### config.mk
export PLATFORM = sky130hd
export DESIGN_NAME = dispatch_arbiter
export DESIGN_NICKNAME = d
export VERILOG_FILES = /design/src/rtl/dsp_pkg.sv /design/src/rtl/dsp_class_tally.sv /design/src/rtl/dsp_slot_gate.sv /design/src/rtl/dsp_grant_count.sv /design/src/rtl/dispatch_arbiter.sv
export SDC_FILE = /design/constraint.sdc
export NUM_CORES = 1
export LEC_CHECK = 0
export ABC_AREA = 1
export BUFFER_PORTS_ARGS = -buffer_cell sky130_fd_sc_hd__buf_2
export CAP_MARGIN = 25
export CORE_MARGIN = 2
export CORE_UTILIZATION = 47
export DETAILED_ROUTE_END_ITERATION = 10
export PLACE_DENSITY = 0.93
export SKIP_LAST_GASP = 1
export SLEW_MARGIN = 25
export SYNTH_ARGS = -nofsm -noshare
export SYNTH_HDL_FRONTEND = slang
export SYNTH_SLANG_ARGS = --single-unit
### constraint.sdc
create_clock -name vclk -period 4.26
set_input_delay 0.426 -clock vclk [all_inputs]
set_output_delay 0.426 -clock vclk [all_outputs]
set_load 0.01 [all_outputs]
### src/rtl/dsp_pkg.sv
package dsp_pkg;

    typedef enum logic [1:0] {
        CLS_CQ_ONLY = 2'd0,
        CLS_GEN     = 2'd1,
        CLS_VEC     = 2'd2,
        CLS_FLT     = 2'd3
    } iq_class_e;

    typedef enum logic [2:0] {
        SL_GO,
        SL_HELD,
        SL_EMPTY,
        SL_CQ_FULL,
        SL_RATE_CAP,
        SL_IQ_FULL
    } slot_state_e;

endpackage

### src/rtl/dsp_class_tally.sv
module dsp_class_tally
    import dsp_pkg::*;
#(
    parameter int SLOTS = 3,
    parameter int PW    = $clog2(SLOTS + 1)
) (
    input  logic [SLOTS-1:0][1:0]    cls,
    output logic [SLOTS-1:0][PW-1:0] pr_fp,
    output logic [SLOTS-1:0][PW-1:0] pr_vec,
    output logic [SLOTS-1:0][PW-1:0] pr_gp
);

    // Count of each class among strictly older slots.
    logic [PW-1:0] run_fp, run_vec, run_gp;

    always_comb begin
        run_fp  = '0;
        run_vec = '0;
        run_gp  = '0;
        for (int i = 0; i < SLOTS; i++) begin
            pr_fp[i]  = run_fp;
            pr_vec[i] = run_vec;
            pr_gp[i]  = run_gp;
            if (iq_class_e'(cls[i]) == CLS_FLT) run_fp  = run_fp  + PW'(1);
            if (iq_class_e'(cls[i]) == CLS_VEC) run_vec = run_vec + PW'(1);
            if (iq_class_e'(cls[i]) == CLS_GEN) run_gp  = run_gp  + PW'(1);
        end
    end

endmodule

### src/rtl/dsp_slot_gate.sv
module dsp_slot_gate
    import dsp_pkg::*;
#(
    parameter int IDX     = 0,
    parameter int SLOTS   = 3,
    parameter int PW      = 2,
    parameter int SPW     = 5,
    parameter int CQW     = 5,
    parameter int FP_RATE = 1,
    parameter int VEC_RATE = 2,
    parameter int GP_RATE = 3
) (
    input  logic           hold,
    input  logic           vld,
    input  logic [1:0]     cls,
    input  logic [PW-1:0]  prior_fp,
    input  logic [PW-1:0]  prior_vec,
    input  logic [PW-1:0]  prior_gp,
    input  logic [SPW-1:0] fp_free,
    input  logic [SPW-1:0] vec_free,
    input  logic [SPW-1:0] gp_free,
    input  logic [CQW-1:0] cq_free,
    output logic           go
);

    slot_state_e st;
    int          rate;
    int          used;
    int          room;

    // Pick the limit set of the target issue queue.
    always_comb begin
        rate = SLOTS;
        used = 0;
        room = SLOTS;
        unique case (iq_class_e'(cls))
            CLS_FLT: begin
                rate = FP_RATE;
                used = int'(prior_fp);
                room = int'(fp_free);
            end
            CLS_VEC: begin
                rate = VEC_RATE;
                used = int'(prior_vec);
                room = int'(vec_free);
            end
            CLS_GEN: begin
                rate = GP_RATE;
                used = int'(prior_gp);
                room = int'(gp_free);
            end
            CLS_CQ_ONLY: begin
                rate = SLOTS;
                used = 0;
                room = SLOTS;
            end
        endcase
    end

    // Outcome of this slot; older slots are assumed granted (prefix applied above).
    always_comb begin
        if (hold)                     st = SL_HELD;
        else if (!vld)                st = SL_EMPTY;
        else if (int'(cq_free) <= IDX) st = SL_CQ_FULL;
        else if (used >= rate)        st = SL_RATE_CAP;
        else if (used >= room)        st = SL_IQ_FULL;
        else                          st = SL_GO;
    end

    assign go = (st == SL_GO);

endmodule

### src/rtl/dsp_grant_count.sv
module dsp_grant_count #(
    parameter int SLOTS = 3,
    parameter int CW    = $clog2(SLOTS + 1)
) (
    input  logic [SLOTS-1:0] grant,
    output logic [CW-1:0]    cnt
);

    always_comb begin
        cnt = '0;
        for (int i = 0; i < SLOTS; i++) begin
            cnt = cnt + CW'(grant[i]);
        end
    end

endmodule

### src/rtl/dispatch_arbiter.sv
module dispatch_arbiter
    import dsp_pkg::*;
#(
    parameter int SLOTS    = 3,
    parameter int SPW      = 5,
    parameter int CQW      = 5,
    parameter int FP_RATE  = 1,
    parameter int VEC_RATE = 2,
    parameter int GP_RATE  = 3
) (
    input  logic                             clk,
    input  logic                             rst_n,
    input  logic                             flush,
    input  logic [SLOTS-1:0]                 slot_vld,
    input  logic [SLOTS-1:0][1:0]            slot_cls,
    input  logic [SPW-1:0]                   fp_free,
    input  logic [SPW-1:0]                   vec_free,
    input  logic [SPW-1:0]                   gp_free,
    input  logic [CQW-1:0]                   cq_free,
    output logic [SLOTS-1:0]                 disp_vld,
    output logic [SLOTS-1:0]                 cq_alloc,
    output logic [SLOTS-1:0]                 fp_sel,
    output logic [SLOTS-1:0]                 vec_sel,
    output logic [SLOTS-1:0]                 gp_sel,
    output logic [$clog2(SLOTS+1)-1:0]       disp_cnt
);

    localparam int PW = $clog2(SLOTS + 1);

    logic                    hold;
    logic [SLOTS-1:0]        go;
    logic [SLOTS-1:0]        grant;
    logic [SLOTS-1:0][PW-1:0] pr_fp, pr_vec, pr_gp;

    assign hold = flush | ~rst_n;

    dsp_class_tally #(.SLOTS(SLOTS), .PW(PW)) u_tally (
        .cls    (slot_cls),
        .pr_fp  (pr_fp),
        .pr_vec (pr_vec),
        .pr_gp  (pr_gp)
    );

    for (genvar i = 0; i < SLOTS; i++) begin : g_slot
        dsp_slot_gate #(
            .IDX(i), .SLOTS(SLOTS), .PW(PW), .SPW(SPW), .CQW(CQW),
            .FP_RATE(FP_RATE), .VEC_RATE(VEC_RATE), .GP_RATE(GP_RATE)
        ) u_gate (
            .hold      (hold),
            .vld       (slot_vld[i]),
            .cls       (slot_cls[i]),
            .prior_fp  (pr_fp[i]),
            .prior_vec (pr_vec[i]),
            .prior_gp  (pr_gp[i]),
            .fp_free   (fp_free),
            .vec_free  (vec_free),
            .gp_free   (gp_free),
            .cq_free   (cq_free),
            .go        (go[i])
        );

        // In-order chain: a slot leaves only behind a leaving elder.
        if (i == 0) begin : g_head
            assign grant[i] = go[i];
        end else begin : g_tail
            assign grant[i] = go[i] & grant[i-1];
        end

        assign fp_sel[i]  = grant[i] & (iq_class_e'(slot_cls[i]) == CLS_FLT);
        assign vec_sel[i] = grant[i] & (iq_class_e'(slot_cls[i]) == CLS_VEC);
        assign gp_sel[i]  = grant[i] & (iq_class_e'(slot_cls[i]) == CLS_GEN);

        AST_SEL_ONEHOT: assert property (@(posedge clk) disable iff (!rst_n)
            $onehot0({fp_sel[i], vec_sel[i], gp_sel[i]}));
    end

    assign disp_vld = grant;
    assign cq_alloc = grant;

    dsp_grant_count #(.SLOTS(SLOTS), .CW(PW)) u_count (
        .grant (grant),
        .cnt   (disp_cnt)
    );

    AST_PREFIX: assert property (@(posedge clk) disable iff (!rst_n)
        int'(disp_vld) == ((1 << disp_cnt) - 1));
    AST_FP_RATE: assert property (@(posedge clk) disable iff (!rst_n)
        $countones(fp_sel) <= FP_RATE);
    AST_VEC_RATE: assert property (@(posedge clk) disable iff (!rst_n)
        $countones(vec_sel) <= VEC_RATE);
    AST_FP_ROOM: assert property (@(posedge clk) disable iff (!rst_n)
        $countones(fp_sel) <= int'(fp_free));
    AST_VEC_ROOM: assert property (@(posedge clk) disable iff (!rst_n)
        $countones(vec_sel) <= int'(vec_free));
    AST_GP_ROOM: assert property (@(posedge clk) disable iff (!rst_n)
        $countones(gp_sel) <= int'(gp_free));
    AST_CQ_SPACE: assert property (@(posedge clk) disable iff (!rst_n)
        int'(disp_cnt) <= int'(cq_free));
    AST_FLUSH_IDLE: assert property (@(posedge clk) disable iff (!rst_n)
        flush |-> (disp_cnt == '0));

endmodule

==> metrics.md <==
| Metric | Value |
|---|---|
| Largest area contributor in the netlist | nand2_1 |
| Die width | 41.9 um |
| Worst EP arrival | 2.49 ns |
| Total of max-cap violations | 0 |
| Hold Path Depth | 3 |
| Hold path endpoint | vec_sel[0] |
| First-pass GRT wire length | 3330 um |
| Max incr delay on CP | 0.32 ns |
| Worst slew pin tran | 0.274 ns |
| Final hold violation count | 0 |
| Warnings, synthesis | 0 |
| Core ar. | 0.00132 sq mm |
| Post-synth top area share | 0.178 |
| Pwr dens | 74.0 mW/mm^2 |
| Critical path class | in -> out |
| # IOs | 49 |
| Crit. End Element | primary output |
| Largest net degree at the start of global routing | 7 |
| CP Max Fanout | 5 |
| Synth cell types | 23 |
| Mapped Cells | 137 |
| Detailed-route via count | 962 |
| ANT nets after route | 0 |
| Status | finished clean |
| Hold path start | slot_cls[0] |
| Worst min path class | in -> out |
| Leak | 0.000626 uW |
| Achievable Freq | 0.343 GHz |
| # diodes | 0 |
| Buffers on Ports | 48 |
| Slew HR | 0.817 |
| Drt drc | 0 |
| Setup TNS | 0 ns |
| Final setup fails | 0 |
| Final period utilization | 0.684 |
| Drt first pass iters | 4 |
| Most used cell along the critical path | nand2_1 |
| RSZ-0062 raised after global routing | no |
| Post-synth net total | 176 |
| DP HPWL | 1790 um |
| GRT overflow | 0 |
| Mapped Area | 676 sq um |
| Final WL | 2030 um |
| Critical Path, Cell by Cell | buf_2 -> inv_1 -> nand2_1 -> inv_1 -> ha_1 -> nand2_1 -> nand2_1 -> o221ai_1 -> ha_1 -> o21ai_0 -> nand2_1 -> nand4_1 -> nand2_1 -> nor2_1 -> nand2_4 -> nor2_2 -> buf_2 |
| Critical Path RT | 3.83 ns |
| Post-CTS Hold Fix Bufs | 0 |
| Total power draw | 66.9 uW |
| Nets | 222 |
| Area after DPL | 905 sq um |
| CLK BUF | 0 |
| Initial core utilization | 0.513 |
| Post CTS Setup Buffer Count | 0 |
| Avg WL per Cell | 10.4 um |
| Post-route core utilization | 0.687 |
| Initial antenna violation count | 0 |
| Die area | 0.00176 sq mm |
| Slowest-stage cell, CP | ha_1 |
| Peak supply drop | 0.0331 mV |
| Vias in the first global route | 845 |
| Slew Viols, Final | 0 |
| FF+latch area | 0 sq um |
| Final worst path period need | 2.91 ns |
| CTS resizes | 0 |
| Area Overhead vs Synth | 33.9% |
| Most area-consuming cells after synthesis | nand2_1, nor2_1, inv_1 |
| Design area | 905 sq um |
| Site row count | 13 |
| Die height | 41.9 um |
| Gpl congestion | 0.914 |
| Seq_cells | 0 |
| Via-to-Cell Ratio | 4.91 |
| Share of layout cells above drive strength 1 | 0.337 |
| GRT Resource Usage Total | 0.225 |
| Seq/Total Area, Yosys | 0 |
| Synth Area per Inst | 4.93 sq um |
| Critical Path Source Type | primary input |
| Initial DRC Count | 29 |
## routing by layer
layer / routed length [um] / vias to the layer above / global-route usage
li1: - / 506 / -
met4: 0 / 0 / 0.00645
met2: 1040 / 40 / 0.425
met3: 150 / 0 / 0.0130
met5: 0 / - / 0
met1: 844 / 416 / 0.290
## power breakdown
group	switching [uW]	internal [uW]
clock	0	0
combinational	39.0	27.9
sequential	0	0
## cell usage in the layout, fill, tap and decap left out, drive strengths merged
| master | n |
|---|---|
| nor2 | 35 |
| ha | 7 |
| nand2 | 35 |
| o221ai | 1 |
| o21bai | 1 |
| nand4 | 2 |
| inv | 30 |
| o21ai | 2 |
| clkinv | 2 |
| nor3b | 1 |
| nand3 | 8 |
| o22ai | 3 |
| nand3b | 1 |
| o211ai | 1 |
| buf | 48 |
| a21oi | 2 |
| nor3 | 2 |
## final cells by class
cell class                 instances  area, sq um
fill                             147          413
inverter                          32          120
multi-input combinational        101          526
tap                               15         18.8
timing repair buffer              48          240
## Yosys cell counts
| cell type | n |
|---|---|
| nand2_1 | 32 |
| nor3b_2 | 1 |
| nor3_1 | 2 |
| nand2_2 | 2 |
| inv_2 | 4 |
| nand2_4 | 1 |
| a21oi_1 | 2 |
| ha_1 | 7 |
| nand4_1 | 2 |
| buf_4 | 4 |
| nor2_1 | 30 |
| nor2_4 | 1 |
| o21bai_1 | 1 |
| nand3_1 | 8 |
| inv_1 | 26 |
| o211ai_1 | 1 |
| o21ai_1 | 1 |
| o22ai_1 | 3 |
| o21ai_0 | 1 |
| o221ai_1 | 1 |
| nand3b_1 | 1 |
| clkinv_1 | 2 |
| nor2_2 | 4 |
## cell families (layout without fill, tap and decap cells)
logic type | after synthesis | count (layout) | share of synthesized area
AOI/OAI and AO/OA | 10 | 10 | 0.0926
adders and majority gates | 7 | 7 | 0.130
buffers and inverters | 36 | 80 | 0.222
and+or+nand+nor | 84 | 84 | 0.556
## through the flow
stage          cells  setup WS, ns  hold slack [ns]
2_1_floorplan    137          1.72            0.903
3_3_place_gp     196          1.37             1.17
3_5_place_dp     196          1.33             1.17
4_1_cts          196          1.32             1.18
5_1_grt          196          1.10             1.21
6_report         196          1.35             1.18
## critical path: cells and delay by family
family	cells	cell delay (ns)
buf+inv	4	0.33
fa+ha+maj	2	0.60
simple gates	9	0.81
compound gates	2	0.31
## how the worst max path moves through the flow
stage	from	to	slack, ns	cells past startpoint
after floorplan	slot_cls[2]	disp_vld[2]	1.72	16
after global placement	slot_cls[2]	fp_sel[2]	1.37	17
after detailed placement	slot_cls[2]	vec_sel[2]	1.33	17
after CTS	slot_cls[2]	vec_sel[2]	1.32	17
after global routing	slot_cls[2]	vec_sel[2]	1.10	17
final	slot_cls[2]	fp_sel[2]	1.35	17
(Power assumes the default switching activity.)
